[src/rtl/fifo8_wrapcount.sv]
module fifo8_wrapcount #(
  parameter int WIDTH = 9,
  parameter int DEPTH = 8
) (
  input  logic             clk,
  input  logic             rst_n,
  input  logic             soft_clr,
  input  logic             push,
  input  logic [WIDTH-1:0] push_data,
  input  logic             pop,
  output logic [WIDTH-1:0] pop_data,
  output logic [$clog2(DEPTH)-1:0] level,
  output logic             full,
  output logic             half,
  output logic             ready,
  output logic             ovf,
  output logic             udf,
  output logic             busy_err
);
  localparam int AW = $clog2(DEPTH);
  localparam logic [AW:0] CNT_FULL = (AW+1)'(DEPTH);
  localparam logic [AW:0] CNT_HALF = (AW+1)'(DEPTH/2);

  logic [WIDTH-1:0] mem [DEPTH];
  logic [AW-1:0]    wr_ptr, rd_ptr;
  logic [AW:0]      cnt;
  logic             do_push, do_pop;

  assign full    = (cnt == CNT_FULL);
  assign half    = (cnt >= CNT_HALF);
  assign ready   = (cnt != '0);
  assign level   = cnt[AW-1:0];
  assign do_push = push && !full && !soft_clr;
  assign do_pop  = pop && ready && !soft_clr;

  always_ff @(posedge clk) begin
    if (do_push) mem[wr_ptr] <= push_data;
  end

  always_ff @(posedge clk or negedge rst_n) begin
    if (!rst_n) begin
      wr_ptr   <= '0;
      rd_ptr   <= '0;
      cnt      <= '0;
      pop_data <= '0;
      ovf      <= 1'b0;
      udf      <= 1'b0;
      busy_err <= 1'b0;
    end else if (soft_clr) begin
      wr_ptr   <= '0;
      rd_ptr   <= '0;
      cnt      <= '0;
      ovf      <= 1'b0;
      udf      <= 1'b0;
      busy_err <= ready;
    end else begin
      if (do_push) wr_ptr <= wr_ptr + 1'b1;
      if (do_pop) begin
        rd_ptr   <= rd_ptr + 1'b1;
        pop_data <= mem[rd_ptr];
      end
      case ({do_push, do_pop})
        2'b10:   cnt <= cnt + 1'b1;
        2'b01:   cnt <= cnt - 1'b1;
        default: cnt <= cnt;
      endcase
      if (push && full) ovf <= 1'b1;
      if (pop && !ready) udf <= 1'b1;
    end
  end


  full_push_dropped_chk: assert property (@(posedge clk) disable iff (!rst_n)
    (push && !pop && full && !soft_clr) |=> (ovf && full));

  empty_pop_hold_chk: assert property (@(posedge clk) disable iff (!rst_n)
    (pop && !ready && !soft_clr) |=> (udf && $stable(pop_data)));

  push_pop_level_chk: assert property (@(posedge clk) disable iff (!rst_n)
    (push && pop && ready && !full && !soft_clr) |=> $stable(cnt));

  push_step_chk: assert property (@(posedge clk) disable iff (!rst_n)
    (push && !pop && !full && !soft_clr) |=> (cnt == $past(cnt) + 1'b1));

  flush_empty_chk: assert property (@(posedge clk) disable iff (!rst_n)
    soft_clr |=> (!ready && !ovf && !udf));

  flush_busy_chk: assert property (@(posedge clk) disable iff (!rst_n)
    (soft_clr && ready) |=> busy_err);

  idle_hold_chk: assert property (@(posedge clk) disable iff (!rst_n)
    (!pop && !soft_clr) |=> $stable(pop_data));
endmodule

[config.mk]
export PLATFORM = sky130hd
export DESIGN_NAME = fifo8_wrapcount
export DESIGN_NICKNAME = d
export VERILOG_FILES = /design/src/rtl/fifo8_wrapcount.sv
export SDC_FILE = /design/constraint.sdc
export NUM_CORES = 1
export LEC_CHECK = 0
export BUFFER_PORTS_ARGS = -buffer_cell sky130_fd_sc_hd__buf_2
export CORE_UTILIZATION = 30
export DETAILED_ROUTE_END_ITERATION = 10
export MAX_ROUTING_LAYER = met4
export PLACE_DENSITY = 0.49
export SYNTH_ARGS = -nofsm -noshare
export SYNTH_HDL_FRONTEND = slang
export SYNTH_SLANG_ARGS = --single-unit
[constraint.sdc]
create_clock -name clk -period 2.5 [get_ports clk]
set_input_delay 0.625 -clock clk [delete_from_list [all_inputs] [get_ports clk]]
set_output_delay 0.625 -clock clk [all_outputs]
set_load 0.05 [all_outputs]
# After elaboration in Yosys (flattened, before gate mapping)
# Memories as Yosys holds them, arrays and structs flattened. A register that Yosys moved wholly into a read port is not among the register bits.
# Cells that the tools add are included.
# Widths: inputs -> output; s select.
# word_totals
memories,1
latch_bits,0
inputBits,14
romBits,0
regBits,13
out_inout_bits,18
word_cells,45
mem_bits_rw,72
# op_classes
reduce_logical,17
order_cmp,1
n_bitwise,1
addsub,4
mul,0
muxes,12
div,0
shifts,0
n_eq_ne,3
# memory_table
memory,depth,word_bits,read_ports,rd_ports_with_merged_regs,wr,line_no,rtl
mem,8,9,1,1,1,24,logic [WIDTH-1:0] mem [DEPTH];
# op_table
operator,count
$mux 3,4
$pmux 4 s2,1
$reduce_bool 2->1,4
$add 3x1->3 const B,2
$logic_and 1x1->1,6
$mux 1,6
$add 4x1->4 const B,1
$eq 4x4->1 const B,1
$ge 4x3->1 const B,1
$logic_not 1->1,4
$mux 4,1
$reduce_bool 4->1,1
$sub 4x1->4 const B,1
$reduce_bool 3->1,1
$eq 2x1->1 const B,1
$eq 2x2->1 const B,1
$reduce_and 2->1,1
$not 1->1,1

# Depth between registers and ports, before layout
# Gate-level depths: netlist of run 1.
# depth
ltp_word,7
depth_mapped,9
mapped_depth_nobuf,8

# Least setup slack after synthesis of run 1
# No wires, ideal clock.
# synth_timing
path_type,reg-to-reg
startpoint,register cnt[1]
endpoint,register cnt[3]
path_slack_ps,-277
path_stages_with_launch,9
required_time_ps,2423
t_arrival_ps,2700
synth_period_minus_slack_ps,2777
path_cell_list,dfrtp_1 -> or4b_4 -> a211oi_4 -> ha_1 -> o21ai_0 -> or2b_2 -> mux2_4 -> or3_1 -> a21oi_1
# synth_between
elab_chain_cells,7
# synth_lines
item,line_no,rtl
from (decl),26,logic [AW:0] cnt;
from (signal assigned),63,2'b10: cnt <= cnt + 1'b1;
from (signal assigned),64,2'b01: cnt <= cnt - 1'b1;
from (signal assigned),65,default: cnt <= cnt;
$eq 4x4->1,29,assign full = (cnt == CNT_FULL);
$logic_not 1->1,33,assign do_push = push && !full && !soft_clr;
$logic_and 1x1->1 (2 in a row),33,
$eq 2x1->1 or $eq 2x2->1 (tied branches),62,"case ({do_push, do_pop})"
$pmux 4 s2,62,
$mux 4,49,end else if (soft_clr) begin
# Parallel ways exist; a longest one is shown, timed or not.
# A chain may end at the register's enable or synchronous reset.

# Final worst setup path of run 1
# layout_timing
startpoint,register cnt[2]
endpoint,register cnt[3]
# The elaborated chain is that of the path after synthesis.

==> impl_table.tex, run 1 <==
\begin{tabular}{lr}
\hline
Metric & Value \\
\hline
\multicolumn{2}{l}{\textbf{STA}} \\
Final Slew Violations & 0 \\
Slew headroom & 0.3047 \\
Final setup fails & 1 \\
Achievable clock frequency & 386.6 MHz \\
Final hold violations & 0 \\
PnR worst setup slack & -0.08698 ns \\
RSZ-0062 raised after global routing & yes \\
Final min period & 2.587 ns \\
Final worst path period share & 1.035 \\
Slew at the pin closest to its max-slew limit & 1.039 ns \\
Final setup skew & 0.006427 ns \\
\multicolumn{2}{l}{\textbf{Synth}} \\
Synthesized instance count & 224 \\
Asr flop ratio synth & 0.2340 \\
Synth unique cells & 34 \\
Syn Std Cell Area & 3862 um2 \\
Synth Flop Type & edfxtp\_1 \\
Count of yosys warnings during synthesis & 0 \\
Register bit count reported by yosys & 94 \\
Number of enable flip-flop cells after synthesis & 72 \\
Mapped Nets & 242 \\
Synthesized area divided by synthesized cell count & 17.24 um2 \\
Sequential fraction of the synthesis area & 0.7023 \\
\multicolumn{2}{l}{\textbf{Route}} \\
Routed via count & 2,094 \\
Remaining number of nets flagged by the antenna check after routing & 0 \\
DRC marker count from the first detailed-route iteration & 149 \\
Post-DR vias/cell & 4.633 \\
Remaining routing DRC violations & 2 \\
Wire length per cell after detailed routing & 16.77 um \\
Total Wirelength & 7580 um \\
Detailed Routing Iterations Pass 1 & 7 \\
\multicolumn{2}{l}{\textbf{Clock network}} \\
Skew-Pair Late Insertion Delay & 0.34 ns \\
Max H-tree Level & 3 \\
Clock buffers created by TritonCTS & 9 \\
Total clock sinks & 94 \\
Setup Buffers After CTS & 0 \\
Clock-pin slew reported for the worst setup and hold paths after clock tree synthesis & 0.07 ns \\
Clk root buf & clkbuf\_16 \\
Clock tree from TritonCTS & done \\
Clock buffer depth & 2 \\
\multicolumn{2}{l}{\textbf{Critical path}} \\
Sort of element at the end of the critical path & register \\
Highest net fanout along the worst path & 2 \\
Arrival time at the worst endpoint & 2.85 ns \\
Critical Path Start Type & register \\
Number of buffer and inverter instances along the worst setup path & 0 \\
Gate family responsible for the most delay along the worst path & simple AND/OR/NAND/NOR gates \\
Cells along the critical path & or4b\_4, a211oi\_4, ha\_1, o21ai\_1, or2b\_4, mux2\_4, or3\_1, a21oi\_2 \\
Delay contributed by the slowest stage of the critical path & 0.56 ns \\
Worst-path cell with the longest stage delay & or4b\_4 \\
Type of the worst setup path & reg -> reg \\
Data required time at the worst endpoint & 2.76 ns \\
\multicolumn{2}{l}{\textbf{Run status}} \\
Violations in the final reports & design-rule violations, negative setup slack \\
Outcome & finished with violations \\
\multicolumn{2}{l}{\textbf{Placement}} \\
Dpl cell area & 4317 um2 \\
HPWL after detailed placement & 4842 um \\
Weighted congestion reported at the end of routability-driven placement & 0.7925 \\
Dpl ws & -0.09971 ns \\
IO buf count & 31 \\
Number of instances in the placed design & 435 \\
\multicolumn{2}{l}{\textbf{Power}} \\
Sw power & 1.681 mW \\
Sw frac & 0.3508 \\
Gate power share & 0.330 \\
Overall power after layout & 4.792 mW \\
Share of power burned in registers & 0.398 \\
Power per cell area & 1038 nW/um2 \\
P\_leak & 1.654 nW \\
Clock power frac & 0.272 \\
Peak VDD IR & 0.3089 mV \\
Power Internal & 3.111 mW \\
\multicolumn{2}{l}{\textbf{Floorplan}} \\
Overall die height & 115.5 um \\
Core region area & 12,570 um2 \\
Total die area & 13,330 um2 \\
Initial core utilization & 0.3073 \\
Count of standard-cell rows & 41 \\
I/O Pins & 32 \\
Die width & 115.5 um \\
\multicolumn{2}{l}{\textbf{Final layout}} \\
Final instance count without filler cells & 452 \\
Post-route cell area & 4614 um2 \\
Post-layout nets & 292 \\
Fraction of layout instances using a drive strength above 1 & 0.3548 \\
Area growth from synthesis to layout & 19.47\% \\
Fill cell count & 1,208 \\
\multicolumn{2}{l}{\textbf{Global route}} \\
Number of global-route vias before repair & 2,099 \\
Global-route usage over all layers & 0.1290 \\
Pin count of the biggest net entering global routing & 23 \\
Antenna violations before repair & 1 \\
Total gr overflow & 0 \\
Wire length of the first global-routing pass & 11,960 um \\
\multicolumn{2}{l}{\textbf{Worst hold path}} \\
Min-Delay Path Class & in -> async \\
\multicolumn{2}{l}{\textbf{Run}} \\
Count of maximum capacitance violations & 0 \\
\hline
\end{tabular}
synth_stat cells, types with 3 or more instances:
| master | n | area, um2 |
|---|---|---|
| or3_1 | 3 | 18.77 |
| a21oi_1 | 15 | 75.07 |
| nor2_1 | 29 | 108.9 |
| mux4_2 | 18 | 405.4 |
| edfxtp_1 | 72 | 2162 |
| clkbuf_8 | 3 | 41.29 |
| clkbuf_1 | 4 | 15.01 |
| xor2_1 | 5 | 43.79 |
| mux2i_1 | 11 | 110.1 |
| nand3_1 | 5 | 25.02 |
| dfrtp_1 | 22 | 550.5 |
| nand2_1 | 5 | 18.77 |
| buf_4 | 3 | 22.52 |
| ha_1 | 4 | 50.05 |
placed cells by master, fill, tap and decap left out, types with 2 or more instances in the layout:
| master | count |
|---|---|
| nand2_1 | 5 |
| nand3_1 | 5 |
| nand2b_1 | 2 |
| ha_1 | 4 |
| inv_6 | 4 |
| dfrtp_2 | 3 |
| o21ai_1 | 2 |
| buf_4 | 20 |
| mux4_2 | 18 |
| nor2_1 | 28 |
| xnor2_1 | 2 |
| or3_1 | 3 |
| edfxtp_1 | 72 |
| nor3_1 | 2 |
| xor2_1 | 5 |
| inv_1 | 2 |
| mux2i_1 | 11 |
| buf_2 | 31 |
| dfrtp_1 | 19 |
| a21oi_1 | 14 |
| clkbuf_16 | 9 |
power groups by stage:
stage	logic [mW]	registers (mW)	clock network, mW
2_1_floorplan	0.869	2.26	0
3_3_place_gp	1.59	1.94	0
3_5_place_dp	1.60	1.95	0
4_1_cts	1.60	1.91	1.35
5_1_grt	1.72	1.93	1.41
6_report	1.58	1.91	1.31
final timing paths:
check	startpoint	endpoint	slack, ns	cells past startpoint
max	cnt[2]	cnt[3]	-0.09	8
min	rst_n	pop_data[7]	0.27	1
max reg2reg	cnt[2]	cnt[3]	-0.09	8
min reg2reg	ovf	ovf	0.49	2
max in group asynchronous	rst_n	cnt[0]	1.84	1
min in group clk	ovf	ovf	0.49	2
final cells by class:
cell class / count / area (um2) / area share
clock inverter: 7 / 63.81 / 0.01383
sequential: 94 / 2716 / 0.5887
inverter: 2 / 7.507 / 0.001627
antenna: 1 / 2.502 / 0.0005423
timing repair buffer: 52 / 325.3 / 0.07050
multi-input combinational: 115 / 1059 / 0.2294
clock buffer: 9 / 225.2 / 0.04881
tap: 172 / 215.2 / 0.04664
metrics by stage:
stage               TNS [ns]  utilization  hold slack, ns
floorplan            -0.1525            -          0.3294
global placement    -0.01696       0.3435          0.4766
detailed placement  -0.09971       0.3435          0.4854
CTS                  -0.1057       0.3668          0.2840
global route         -0.1630       0.3671          0.2898
finish              -0.08698       0.3671          0.2657
metal layers:
layer  part of all wire  GRT usage  wire length (um)
met1               0.47     0.1656              3532
met2               0.48     0.2024              3652
met3              0.041    0.03033               313
met4              0.011    0.04156                80
met5                  0          -                 0
registers in the layout, summed over array words and instances (netlist names):
signal	count
busy_err	1
cnt	4
mem	72
ovf	1
pop_data	9
rd_ptr	3
udf	1
wr_ptr	3
what timing repair did:
action	in CTS	in global routing
resized for setup	1	1
hold buffers	0	0
endpoints found under the setup margin	1	2
cells by family after synthesis:
logic type,after synthesis,synth area share
adders and majority gates,4,0.01296
buffers and inverters,15,0.02591
AOI/OAI and AO/OA,23,0.04308
xor gates and xnor gates,7,0.01587
and+or+nand+nor,51,0.06252
muxes,30,0.1374
DFF,94,0.7023
Note: power is estimated with default switching activity, not from simulation.
==> run 2, diff against run 1 <==
PLACE_DENSITY = default   (was 0.49)
clock period = 2.7 ns   (was 2.5 ns; I/O delays follow)
==> run 2 against run 1 <==
Against the previous run:
- the flow now finishes without violations
- critical path depth unchanged
- global-route usage down 0.34 points
- sequential power down 7%
- die area unchanged
- fmax down 3.0%
- critical path type unchanged
==> impl_table.tex, run 2 (synthesis results as in run 1) <==
\begin{tabular}{lr}
\hline
Metric & Value \\
\hline
\multicolumn{2}{l}{\textbf{Run status}} \\
Outcome & finished, final reports clean \\
\multicolumn{2}{l}{\textbf{Placement}} \\
IO buf count & 31 \\
HPWL after detailed placement & 4715 um \\
Dpl cell area & 4322 um2 \\
Weighted congestion reported at the end of routability-driven placement & 0.7296 \\
Number of instances in the placed design & 436 \\
\multicolumn{2}{l}{\textbf{Critical path}} \\
Reg-to-reg critical path startpoint & cnt[1] \\
Highest net fanout along the worst path & 5 \\
Worst-path cell with the longest stage delay & or4b\_4 \\
Endpoint of the worst-slack reg-to-reg timing path & cnt[3] \\
Delay contributed by the slowest stage of the critical path & 0.59 ns \\
Cells along the critical path & or4b\_4, a211oi\_4, ha\_4, o21ai\_1, or2b\_4, mux2\_4, or3\_4, a21oi\_2 \\
Type of the worst setup path & reg -> reg \\
Sort of element at the end of the critical path & register \\
Worst R2R Setup Slack & 0.03 ns \\
Data required time at the worst endpoint & 2.97 ns \\
Arrival time at the worst endpoint & 2.94 ns \\
Worst r2r path cells & 8 \\
Critical Path Start Type & register \\
\multicolumn{2}{l}{\textbf{Clock network}} \\
Total clock sinks & 94 \\
Skew-Pair Late Insertion Delay & 0.34 ns \\
Max H-tree Level & 3 \\
Clock buffers created by TritonCTS & 9 \\
Clock buffer depth & 2 \\
Clock-pin slew reported for the worst setup and hold paths after clock tree synthesis & 0.06 ns \\
Clock tree from TritonCTS & done \\
Number of buffers inserted for hold repair after clock tree synthesis & 0 \\
Clk root buf & clkbuf\_16 \\
\multicolumn{2}{l}{\textbf{Route}} \\
Detailed Routing Iterations Pass 1 & 4 \\
Total Wirelength & 7311 um \\
Wire length per cell after detailed routing & 16.03 um \\
DRC marker count from the first detailed-route iteration & 113 \\
Remaining number of nets flagged by the antenna check after routing & 0 \\
Remaining routing DRC violations & 0 \\
Post-DR vias/cell & 4.504 \\
Routed via count & 2,054 \\
\multicolumn{2}{l}{\textbf{Power}} \\
Peak VDD IR & 0.3310 mV \\
Power per cell area & 943.8 nW/um2 \\
Sw power & 1.512 mW \\
P\_leak & 1.659 nW \\
Share of power burned in registers & 0.406 \\
Sw frac & 0.3451 \\
Clock power frac & 0.264 \\
Gate power share & 0.330 \\
Power Internal & 2.870 mW \\
\multicolumn{2}{l}{\textbf{Floorplan}} \\
Total die area & 13,330 um2 \\
Initial core utilization & 0.3073 \\
Core region area & 12,570 um2 \\
I/O Pins & 32 \\
Overall die height & 115.5 um \\
Die width & 115.5 um \\
Count of standard-cell rows & 41 \\
\multicolumn{2}{l}{\textbf{Final layout}} \\
Final instance count without filler cells & 456 \\
Register with the most flip-flops & mem \\
Post-route cell area & 4643 um2 \\
Fill cell count & 1,175 \\
Fin util & 0.3694 \\
Post-layout nets & 296 \\
Fraction of layout instances using a drive strength above 1 & 0.3604 \\
Leading cell type in the layout, fill and taps excluded & edfxtp\_1 \\
Area growth from synthesis to layout & 20.21\% \\
Leading cell types in the layout, fill and taps excluded & edfxtp\_1, buf\_2, nor2\_1, buf\_4, dfrtp\_1 \\
Area taken by flip-flops and latches & 2716 um2 \\
Max reg flops & 72 \\
Regs by FF count & mem x72, pop\_data x9, cnt x4 \\
Multi-input gate area in the final layout & 1074 um2 \\
\multicolumn{2}{l}{\textbf{Global route}} \\
Total gr overflow & 0 \\
Number of global-route vias before repair & 2,066 \\
Pin count of the biggest net entering global routing & 23 \\
Wire length of the first global-routing pass & 11,360 um \\
Antenna violations before repair & 1 \\
Global-route usage over all layers & 0.1256 \\
\multicolumn{2}{l}{\textbf{STA}} \\
Achievable clock frequency & 375.1 MHz \\
Final Slew Violations & 0 \\
Slew headroom & 0.5279 \\
Final setup skew & 0.007626 ns \\
Slew at the pin closest to its max-slew limit & 0.7082 ns \\
Final hold violations & 0 \\
Final setup fails & 0 \\
RSZ-0062 raised after global routing & yes \\
Final worst path period share & 0.9873 \\
Final min period & 2.666 ns \\
\multicolumn{2}{l}{\textbf{Worst hold path}} \\
Min-Delay Path Class & in -> async \\
\multicolumn{2}{l}{\textbf{Run}} \\
Count of maximum capacitance violations & 0 \\
\hline
\end{tabular}
==> run 2: changes by cell type in the layout (fill, tap and decap cells not counted), sizes merged <==
cell	before	now
clkinv	2	1
buf	52	56
clkbuf	9	10
inv	6	4
clkinvlp	1	3
==> run 2: worst max-delay path: cells and delay by family (launching register included) <==
| kind | cells | cell delay, ns |
|---|---|---|
| AO/OA/AOI/OAI | 3 | 0.51 |
| adder cells (fa/ha/maj) | 1 | 0.24 |
| flip-flops | 1 | 0.40 |
| multiplexers | 1 | 0.26 |
| AND/OR/NAND/NOR | 3 | 1.18 |
==> run 2: what timing repair did <==
item / CTS / global route
resized for setup: 0 / 5
setup endpoints to repair: 0 / 1
setup buffers: 0 / 3
==> run 2: power groups by stage <==
stage / sequential, mW / combinational [mW] / clock [mW]
after global placement: 1.81 / 1.42 / 0
after global routing: 1.79 / 1.55 / 1.25
final: 1.78 / 1.45 / 1.16
after detailed placement: 1.81 / 1.44 / 0
after floorplan: 2.10 / 0.802 / 0
after CTS: 1.78 / 1.44 / 1.20
==> run 2: area by class of cell <==
cell class	count	area share
flip-flops and latches	94	0.5850
multi-input cells	115	0.2312
repair buffers	56	0.07653
clock buffers	10	0.04931
well taps	172	0.04635
clock inverters	6	0.009431
inverters	2	0.001617
diodes	1	0.0005389
==> run 2: through the flow <==
| step | setup TNS [ns] | hold slack (ns) | setup WS, ns | power [mW] |
|---|---|---|---|---|
| detailed placement | 0 | 0.4848 | 0.05326 | 3.248 |
| global placement | 0 | 0.4727 | 0.08810 | 3.231 |
| CTS | 0 | 0.3305 | 0.01093 | 4.421 |
| global route | -0.03585 | 0.3475 | -0.03585 | 4.603 |
| floorplan | 0 | 0.3794 | 0.01611 | 2.897 |
| finish | 0 | 0.3240 | 0.03418 | 4.382 |
==> run 2: how the worst max path moves through the flow <==
stage / start / to / slack [ns] / cells past startpoint
CTS: cnt[2] / cnt[3] / 0.01 / 8
floorplan: cnt[2] / cnt[3] / 0.02 / 8
global placement: cnt[2] / cnt[3] / 0.09 / 8
detailed placement: cnt[2] / cnt[3] / 0.05 / 8
finish: cnt[1] / cnt[3] / 0.03 / 8
global route: cnt[1] / cnt[3] / -0.04 / 8
==> run 2: routing by layer <==
layer  share of wire  up-vias  track usage
met5               0        -            -
li1                -      964            -
met1            0.44     1045       0.1486
met3           0.050        9      0.04184
met4           0.020        0      0.06494
met2            0.49       36       0.1908
